$ cat config.mk
export PLATFORM = sky130hd
export DESIGN_NAME = irq_aggregator
export DESIGN_NICKNAME = d
export VERILOG_FILES = /design/src/rtl/irq_agg_pkg.sv /design/src/rtl/irq_agg_sync.sv /design/src/rtl/irq_agg_group.sv /design/src/rtl/irq_aggregator.sv
export SDC_FILE = /design/constraint.sdc
export NUM_CORES = 1
export LEC_CHECK = 0
export BUFFER_PORTS_ARGS = -buffer_cell sky130_fd_sc_hd__clkbuf_2
export CAP_MARGIN = 20
export CORE_AREA = 2 2 87 89
export DETAILED_ROUTE_END_ITERATION = 16
export DIE_AREA = 0 0 89 91
export HOLD_SLACK_MARGIN = 0.02
export PLACE_DENSITY = 0.71
export SETUP_SLACK_MARGIN = 0.05
export SLEW_MARGIN = 20
export SYNTH_ARGS = -nofsm -noshare
export SYNTH_HDL_FRONTEND = slang
export SYNTH_SLANG_ARGS = --single-unit
export TNS_END_PERCENT = 20
$ cat constraint.sdc
create_clock -name clk -period 5.1 [get_ports clk]
set_input_delay 0.51 -clock clk [delete_from_list [all_inputs] [get_ports clk]]
set_output_delay 0.51 -clock clk [all_outputs]
set_load 0.02 [all_outputs]
$ cat src/rtl/irq_agg_pkg.sv
package irq_agg_pkg;

   localparam int NUM_GROUPS = 4;
   localparam int ADDR_W     = 16;
   localparam int DATA_W     = 8;

   localparam logic [7:0] OFF_LIVE  = 8'h10;
   localparam logic [7:0] OFF_TYPE  = 8'h11;
   localparam logic [7:0] OFF_PHI   = 8'h12;
   localparam logic [7:0] OFF_PLO   = 8'h13;
   localparam logic [7:0] OFF_ACK   = 8'h14;
   localparam logic [7:0] OFF_ENSET = 8'h15;
   localparam logic [7:0] OFF_ENCLR = 8'h16;
   localparam logic [7:0] OFF_LATCH = 8'h18;

   localparam logic [ADDR_W-1:0] SUMMARY_ADDR = 16'h0550;

   localparam logic [ADDR_W-1:0] GROUP_BASE [NUM_GROUPS] =
      '{16'h0900, 16'h2400, 16'hC000, 16'hC100};
   localparam int GROUP_WIDTH [NUM_GROUPS] = '{5, 1, 1, 1};

   function automatic int group_lsb(input int g);
      int acc;
      acc = 0;
      for (int k = 0; k < g; k++) acc += GROUP_WIDTH[k];
      return acc;
   endfunction

   function automatic int total_sources();
      return group_lsb(NUM_GROUPS);
   endfunction

endpackage

$ cat src/rtl/irq_agg_sync.sv
module irq_agg_sync #(
   parameter int W      = 8,
   parameter int STAGES = 2
) (
   input  logic         clk,
   input  logic         rst_n,
   input  logic [W-1:0] raw_i,
   output logic [W-1:0] lvl_o,
   output logic [W-1:0] prv_o
);

   if (STAGES < 2) begin : g_bad_stages
      $error("irq_agg_sync: STAGES must be at least 2");
   end
   if (W < 1) begin : g_bad_width
      $error("irq_agg_sync: W must be positive");
   end

   logic [W-1:0] chain [STAGES];
   logic [W-1:0] prev_q;

   for (genvar s = 0; s < STAGES; s++) begin : g_stage
      if (s == 0) begin : g_first
         always_ff @(posedge clk or negedge rst_n) begin
            if (!rst_n) chain[s] <= '0;
            else        chain[s] <= raw_i;
         end
      end else begin : g_next
         always_ff @(posedge clk or negedge rst_n) begin
            if (!rst_n) chain[s] <= '0;
            else        chain[s] <= chain[s-1];
         end
      end
   end

   always_ff @(posedge clk or negedge rst_n) begin
      if (!rst_n) prev_q <= '0;
      else        prev_q <= chain[STAGES-1];
   end

   assign lvl_o = chain[STAGES-1];
   assign prv_o = prev_q;


   prev_follows_chk: assert property (@(posedge clk) disable iff (!rst_n)
      1'b1 |=> prv_o == $past(lvl_o));

endmodule

$ cat src/rtl/irq_agg_group.sv
module irq_agg_group
   import irq_agg_pkg::*;
#(
   parameter int W  = 1,
   parameter int DW = DATA_W
) (
   input  logic          clk,
   input  logic          rst_n,
   input  logic [W-1:0]  lvl_i,
   input  logic [W-1:0]  prv_i,
   input  logic          wr_i,
   input  logic [7:0]    off_i,
   input  logic [DW-1:0] wdata_i,
   output logic [DW-1:0] rdata_o,
   output logic          pend_o
);

   if (W < 1 || W > DW) begin : g_bad_width
      $error("irq_agg_group: W must be within 1..DW");
   end

   localparam logic [DW-1:0] IMPL = DW'((1 << W) - 1);

   logic [DW-1:0] lvl_x, prv_x, wmask;
   logic [DW-1:0] type_q, phi_q, plo_q, en_q, latch_q;
   logic [DW-1:0] edge_hit, level_hit, trig;
   logic          wr_type, wr_phi, wr_plo, wr_ack, wr_enset, wr_enclr;

   always_comb begin
      lvl_x = '0;
      prv_x = '0;
      lvl_x[W-1:0] = lvl_i;
      prv_x[W-1:0] = prv_i;
   end

   assign wmask    = wdata_i & IMPL;
   assign wr_type  = wr_i && (off_i == OFF_TYPE);
   assign wr_phi   = wr_i && (off_i == OFF_PHI);
   assign wr_plo   = wr_i && (off_i == OFF_PLO);
   assign wr_ack   = wr_i && (off_i == OFF_ACK);
   assign wr_enset = wr_i && (off_i == OFF_ENSET);
   assign wr_enclr = wr_i && (off_i == OFF_ENCLR);

   // trigger qualification
   assign edge_hit  = type_q & ((phi_q & lvl_x & ~prv_x) | (plo_q & ~lvl_x & prv_x));
   assign level_hit = ~type_q & ((phi_q & lvl_x) | (plo_q & ~lvl_x));
   assign trig      = (edge_hit | level_hit) & IMPL;

   always_ff @(posedge clk or negedge rst_n) begin
      if (!rst_n) begin
         type_q <= '0;
         phi_q  <= '0;
         plo_q  <= '0;
      end else begin
         if (wr_type) type_q <= wmask;
         if (wr_phi)  phi_q  <= wmask;
         if (wr_plo)  plo_q  <= wmask;
      end
   end

   always_ff @(posedge clk or negedge rst_n) begin
      if (!rst_n) en_q <= '0;
      else if (wr_enset) en_q <= en_q | wmask;
      else if (wr_enclr) en_q <= en_q & ~wmask;
   end

   always_ff @(posedge clk or negedge rst_n) begin
      if (!rst_n) latch_q <= '0;
      else        latch_q <= (latch_q & ~(wr_ack ? wmask : '0)) | trig;
   end

   always_comb begin
      unique case (off_i)
         OFF_LIVE:             rdata_o = lvl_x;
         OFF_TYPE:             rdata_o = type_q;
         OFF_PHI:              rdata_o = phi_q;
         OFF_PLO:              rdata_o = plo_q;
         OFF_ENSET, OFF_ENCLR: rdata_o = en_q;
         OFF_LATCH:            rdata_o = latch_q;
         default:              rdata_o = '0;
      endcase
   end

   assign pend_o = |(latch_q & en_q);


   rise_latch_chk: assert property (@(posedge clk) disable iff (!rst_n)
      1'b1 |=> ((latch_q & $past(type_q & phi_q & lvl_x & ~prv_x & IMPL))
                == $past(type_q & phi_q & lvl_x & ~prv_x & IMPL)));


   en_clear_chk: assert property (@(posedge clk) disable iff (!rst_n)
      wr_enclr |=> (en_q & $past(wmask)) == '0);


   en_set_zero_chk: assert property (@(posedge clk) disable iff (!rst_n)
      (wr_enset && wmask == '0) |=> $stable(en_q));


   ack_clear_chk: assert property (@(posedge clk) disable iff (!rst_n)
      wr_ack |=> (latch_q & $past(wmask) & ~$past(trig)) == '0);


   upper_zero_chk: assert property (@(posedge clk) disable iff (!rst_n)
      1'b1 |-> ((type_q | phi_q | plo_q | en_q | latch_q) & ~IMPL) == '0);

endmodule

$ cat src/rtl/irq_aggregator.sv
module irq_aggregator
   import irq_agg_pkg::*;
#(
   parameter int SYNC_STAGES = 2
) (
   input  logic                       clk,
   input  logic                       rst_n,
   input  logic [ADDR_W-1:0]          addr_i,
   input  logic [DATA_W-1:0]          wr_data_i,
   input  logic                       wr_i,
   input  logic                       rd_i,
   output logic [DATA_W-1:0]          rd_data_o,
   input  logic [total_sources()-1:0] src_i,
   output logic                       irq_o
);

   localparam int SRC_W = total_sources();

   logic [SRC_W-1:0]      lvl, prv;
   logic [NUM_GROUPS-1:0] hit, pend;
   logic [DATA_W-1:0]     grp_rd [NUM_GROUPS];
   logic [DATA_W-1:0]     rd_next;

   irq_agg_sync #(.W(SRC_W), .STAGES(SYNC_STAGES)) u_sync (
      .clk   (clk),
      .rst_n (rst_n),
      .raw_i (src_i),
      .lvl_o (lvl),
      .prv_o (prv)
   );

   for (genvar g = 0; g < NUM_GROUPS; g++) begin : g_group
      localparam int LSB = group_lsb(g);
      localparam int GW  = GROUP_WIDTH[g];
      logic [ADDR_W-1:0] rel;

      assign rel    = addr_i - GROUP_BASE[g];
      assign hit[g] = (rel[ADDR_W-1:5] == '0);

      irq_agg_group #(.W(GW), .DW(DATA_W)) u_grp (
         .clk     (clk),
         .rst_n   (rst_n),
         .lvl_i   (lvl[LSB +: GW]),
         .prv_i   (prv[LSB +: GW]),
         .wr_i    (wr_i && hit[g]),
         .off_i   (rel[7:0]),
         .wdata_i (wr_data_i),
         .rdata_o (grp_rd[g]),
         .pend_o  (pend[g])
      );
   end

   always_comb begin
      rd_next = '0;
      if (addr_i == SUMMARY_ADDR) rd_next = DATA_W'(pend);
      for (int g = 0; g < NUM_GROUPS; g++) begin
         if (hit[g]) rd_next = rd_next | grp_rd[g];
      end
   end

   always_ff @(posedge clk or negedge rst_n) begin
      if (!rst_n)    rd_data_o <= '0;
      else if (rd_i) rd_data_o <= rd_next;
   end

   assign irq_o = |pend;


   summary_read_chk: assert property (@(posedge clk) disable iff (!rst_n)
      (rd_i && addr_i == SUMMARY_ADDR) |=> rd_data_o == DATA_W'($past(pend)));


   read_hold_chk: assert property (@(posedge clk) disable iff (!rst_n)
      !rd_i |=> $stable(rd_data_o));


   unmapped_zero_chk: assert property (@(posedge clk) disable iff (!rst_n)
      (rd_i && hit == '0 && addr_i != SUMMARY_ADDR) |=> rd_data_o == '0);

endmodule

**Yosys cells after proc, flatten, opt, wreduce, memory -nomap -nowiden**

Index checks and enable logic that the tools add are counted.

- Register bits after elaboration: 120
- Input bits: 36
- Logic and storage cells: 205

- Add/subtract/negate cells: 4
- Equality and inequality tests: 33
- Muxes and demuxes: 21
- Bitwise logic cells: 78
- Reduce and logical (&&, ||, !) cells: 45

Operator list:

| operator | count |
|---|---|
| $eq 8x5->1 const B | 32 |
| $pmux 8 s6 | 4 |
| $and 8x8->8 | 12 |
| $mux 8 | 12 |
| $or 8x1->8 | 6 |
| $logic_not 11->1 | 4 |
| $not 8->8 | 4 |
| $or 8x8->8 | 4 |
| $reduce_or 32->1 | 1 |
| $reduce_or 8->1 | 4 |
| $sub 16x16->16 const B | 2 |
| $and 5x5->5 | 6 |
| $logic_and 1x1->1 | 28 |
| $and 1x1->1 | 18 |
| $eq 16x11->1 const B | 1 |
| $or 8x5->8 | 2 |
| $sub 16x12->16 const B | 1 |
| $sub 16x14->16 const B | 1 |
| $not 5->5 | 3 |
| $or 5x5->5 | 3 |
| $not 1->1 | 9 |
| $or 1x1->1 | 9 |
| $not 1->8 | 1 |
| $not 5->8 | 1 |
| other kinds (5) | 13 |

**Depth between registers and ports, before layout**

- Word-level depth: 12
- Mapped depth: 8
- Mapped depth without buffers: 8

**Cells and area by module**

A second synthesis with hierarchy kept.

- Cell total of the unflattened synthesis: 418
- Area total of the unflattened synthesis: 4394.2 um2

Modules (own cells, without submodules):

| module | instances | cells an instance | area an instance (um2) | seq. area each (um2) |
|---|---|---|---|---|
| irq_agg_group (g_group[0].u_grp) | 1 | 134 | 1537.7 | 625.6 |
| irq_agg_group (g_group[1].u_grp ...) | 3 | 45 | 431.7 | 125.1 |
| irq_aggregator | 1 | 117 | 900.9 | 200.2 |
| irq_agg_sync | 1 | 32 | 660.6 | 600.6 |

**Least setup slack after synthesis**

No wires, ideal clock.

- Path type: input-to-reg
- Start point: in addr_i[5]
- End point: reg g_group[0].u_grp.type_q[0]
- Setup time: 0.128 ns
- Arrival: 2.021 ns
- Data required time: 4.972 ns
- Setup slack: 2.952 ns
- Cell stages on the path: 6
- Buffers on the path: 0
- Path through: or3_4 > nor3_4 > and4_1 > nand2_2 > nor2_4 > mux2_1

- Word-level cells in the longest chain between the ends: 4
- Elaborated cells on any way between the ends: 5
- Classes of those cells: 1 x add/sub; 1 x eq/ne; 3 x reduce/logical

RTL lines:

| element | line | RTL |
|---|---|---|
| start, declared | irq_aggregator.sv:8 | `input logic [ADDR_W-1:0] addr_i,` |
| $sub 16x12->16 * | irq_aggregator.sv:37 | `assign rel = addr_i - GROUP_BASE[g];` |
| $logic_not 11->1 | irq_aggregator.sv:38 | `assign hit[g] = (rel[ADDR_W-1:5] == '0);` |
| $logic_and 1x1->1 | irq_aggregator.sv:45 | `.wr_i (wr_i && hit[g]),` |
| $logic_and 1x1->1 * | irq_agg_group.sv:37 | `assign wr_type = wr_i && (off_i == OFF_TYPE);` |
| end signal, assigned | irq_agg_group.sv:55 | `if (wr_type) type_q <= wmask;` |
| end, declared | irq_agg_group.sv:25 | `logic [DW-1:0] type_q, phi_q, plo_q, en_q, latch_q;` |

Mark *: on every way between the ends. The rest lies on a longest branch, timed or not.
A chain may end at the register's enable or synchronous reset.

**Final worst setup path**

- Start point: in addr_i[3]
- End point: reg g_group[0].u_grp.plo_q[2]

- Word-level cells in the longest chain between the ends: 4
- Elaborated cells on any way between the ends: 5
- Classes of those cells: 1 x add/sub; 1 x eq/ne; 3 x reduce/logical

RTL lines:

| element | line | RTL |
|---|---|---|
| $sub 16x12->16 * | irq_aggregator.sv:37 |  |
| $logic_not 11->1 | irq_aggregator.sv:38 |  |
| $logic_and 1x1->1 | irq_aggregator.sv:45 |  |
| $logic_and 1x1->1 * | irq_agg_group.sv:39 | `assign wr_plo = wr_i && (off_i == OFF_PLO);` |
| end signal, assigned | irq_agg_group.sv:57 | `if (wr_plo) plo_q <= wmask;` |
| end, declared | irq_agg_group.sv:25 |  |

Marks and branches as above.

==> results_dict.tcl <==
set metrics [dict create \
    status "complete, no violations" \
    die_w_um 89 \
    synth_top_cell_area_share_pct 47.6 \
    multi_input_area_sq_um 1770 \
    grt_max_degree 70 \
    final_antenna_net_count 0 \
    cts_root_buffer "clkbuf_8" \
    grt_pass1_wl_mm 13.4 \
    synth_top_flop_cell "dfrtp_1" \
    antenna_found_initial 0 \
    finClkSkew_ns 0.0102 \
    dr.pass1.iters 5 \
    synthTopCellsByCount "69 x dfrtp_1, 26 x nand2_1, 22 x mux2_1, 22 x o21ai_0" \
    syn_avg_cell_area_sq_um 10.4 \
    hpwl_mm 5.67 \
    synthArstFlopShare_pct 100 \
    min-delay-start "src_i[4]" \
    netlist_instances 350 \
    worstMarginPinSlew_ns 0.850 \
    power.density_nw_per_um2 269 \
    core_sq_um 7140 \
    place_congestion 0.875 \
    yosysWarnings 0 \
    io_pins 45 \
    io_buffers 38 \
    synth_area_leaders "dfrtp_1 48%, mux2_1 6.8%, o21ai_0 3.0%" \
    grt_use_met3_pct 3.64 \
    yosysMostFrequentCell "dfrtp_1" \
    power_w 0.00109 \
    routedWlPerCell_um 16.5 \
    cts_resized 0 \
    post_route_cells_drive_above_1_share_pct 17.9 \
    grt_pass1_vias 2673 \
    finalSetupViolCount 0 \
    synth_top_cell_by_area "dfrtp_1" \
    startpoint_type "primary input" \
    h-tree-depth 3 \
    ys_ff_latch 69 \
    hold_buffers 0 \
    fin_crit_ns 2.34 \
    synth.distinct_cells 56 \
    synth-edff-count 0 \
    cts_made_buffers 9 \
    seqCellArea_sq_um 1730 \
    grtUsageMet2_pct 30.3 \
    fmax_ghz 0.428 \
    insertion_delay_ns 0.35 \
    via_count 2839 \
    crit_start "addr_i[3]" \
    nFillCells 626 \
    via_per_inst 5.79 \
    path_cells "clkbuf_2 -> nor4b_2 -> and2_1 -> nand3_1 -> nor2_4 -> mux2_1" \
    rsz0062_at_grt "no" \
    cts_sinks 69 \
    drv_slew 0 \
    cp.arrival_ns 2.56 \
    rr_startpoint "u_sync.lvl_o[5]$_DFF_PN0_" \
    ys_seq_area_share_pct 47.6 \
    die_y_um 91 \
    drtIter0Drc 259 \
    clkTransAtPathRegs_ns 0.07 \
    antenna_cells 0 \
    critPathSlowestCell "and2_1" \
    vdd_ir_drop_max_v 0.000152 \
    grt_util_met1_pct 32.1 \
    rows 31 \
    wl_mm 8.07 \
    cp_data_required_time_ns 5.33 \
    die_area_sq_um 8100 \
    crit_fanout 13 \
    cp_slowest_stage_delay_ns 0.51 \
    maxCapViolations 0 \
    hold_viol 0 \
    hp-class "primary input to flop" \
    cts_setup_buffers 0 \
    end_kind "flop" \
    clock_path_buffers 2 \
    worst-setup-path-type "primary input to flop" \
    drc 0 \
    area_delta_synth_final_pct 12.2 \
    fin_nets 431 \
    initial_core_util_pct 50.9 \
    gr-total-overflow 0 \
    min_period_over_period_pct 45.8 \
    tritoncts "yes" \
    synth.cell_area_sq_um 3630 \
    grt_util_all_layers_pct 21.6 \
    leakage_nw 1.79 \
    grt-busiest-layer "met1" \
    setup_tns_ns 0 \
    slew_headroom_pct 43.3 \
]
==> power by group <==
group,switching [W],total (W),internal [W]
combinational,0.0000562,0.0000849,0.0000286
sequential,0.00000666,0.000565,0.000558
clock,0.000193,0.000444,0.000251
total,0.000256,0.00109,0.000838
==> path summary, 6_finish.rpt <==
path,to,cells after the start,slack (ns)
max in group asynchronous,asynchronous set/reset pin,2,4.20
hold reg to reg,u_sync.lvl_o[5]$_DFF_PN0_,0,0.34
hold / removal,u_sync.chain[12]$_DFF_PN0_,1,0.27
setup / recovery,g_group[0].u_grp.plo_q[2]$_DFFE_PN0P_,6,2.76
min in group asynchronous,g_group[2].u_grp.phi_q[0]$_DFFE_PN0P_,2,0.35
setup reg to reg,rd_data_o[0]$_DFFE_PN0P_,5,3.31
==> kinds of logic after synthesis <==
group / Yosys count / share of synthesized area (%)
xor gates and xnor gates: 6 / 1.45
DFF: 69 / 47.6
and+or+nand+nor: 108 / 17.0
AOI/OAI and AO/OA: 89 / 15.8
buffers and inverters: 32 / 3.90
muxes: 37 / 11.4
adders and majority gates: 8 / 2.76
other: 1 / 0.103
==> metrics by stage <==
stage	instance area, sq um	setup slack [ns]	utilization [%]	hold slack, ns	instances
2_1_floorplan	3640	2.95	-	0.214	352
3_3_place_gp	3880	2.47	54.4	0.332	475
3_5_place_dp	3880	2.43	54.4	0.335	475
4_1_cts	4070	2.80	57.1	0.256	490
5_1_grt	4070	2.66	57.1	0.260	490
6_report	4070	2.76	57.1	0.266	490
==> final cells by class <==
cell class,count,area share [%]
flip-flops and latches,69,42.4
repair buffers,39,4.85
inverters,17,1.57
well taps,99,3.04
clock buffers,14,3.99
clock inverters,1,0.737
multi-input cells,251,43.4
==> critical path: cells and delay by family <==
kind,cells,cell delay (ns)
buffers and inverters,1,0.15
multiplexers,1,0.35
AND/OR/NAND/NOR,4,1.55
==> routing by layer <==
| metal | part of all wire (%) | routed length [um] |
|---|---|---|
| met1 | 46 | 3700 |
| met2 | 45 | 3630 |
| met3 | 6.1 | 495 |
| met4 | 3.0 | 241 |
| met5 | 0 | 0 |
==> placed cells by master, fill, tap and decap left out, drive strengths merged, types with 4 or more instances in the layout <==
| cell type | instances |
|---|---|
| dfrtp | 69 |
| mux2i | 10 |
| o211ai | 4 |
| nor4 | 4 |
| clkbuf | 51 |
| and3 | 7 |
| nor2 | 21 |
| a21oi | 4 |
| a22oi | 4 |
| or3 | 4 |
| a32oi | 7 |
| a21o | 5 |
| ha | 8 |
| inv | 17 |
| nand3 | 17 |
| nand2 | 27 |
| xnor2 | 4 |
| nor3 | 6 |
| o21ai | 40 |
| nor2b | 6 |
| mux2 | 26 |
| a31oi | 11 |
Power figures use the tool's default switching activity.
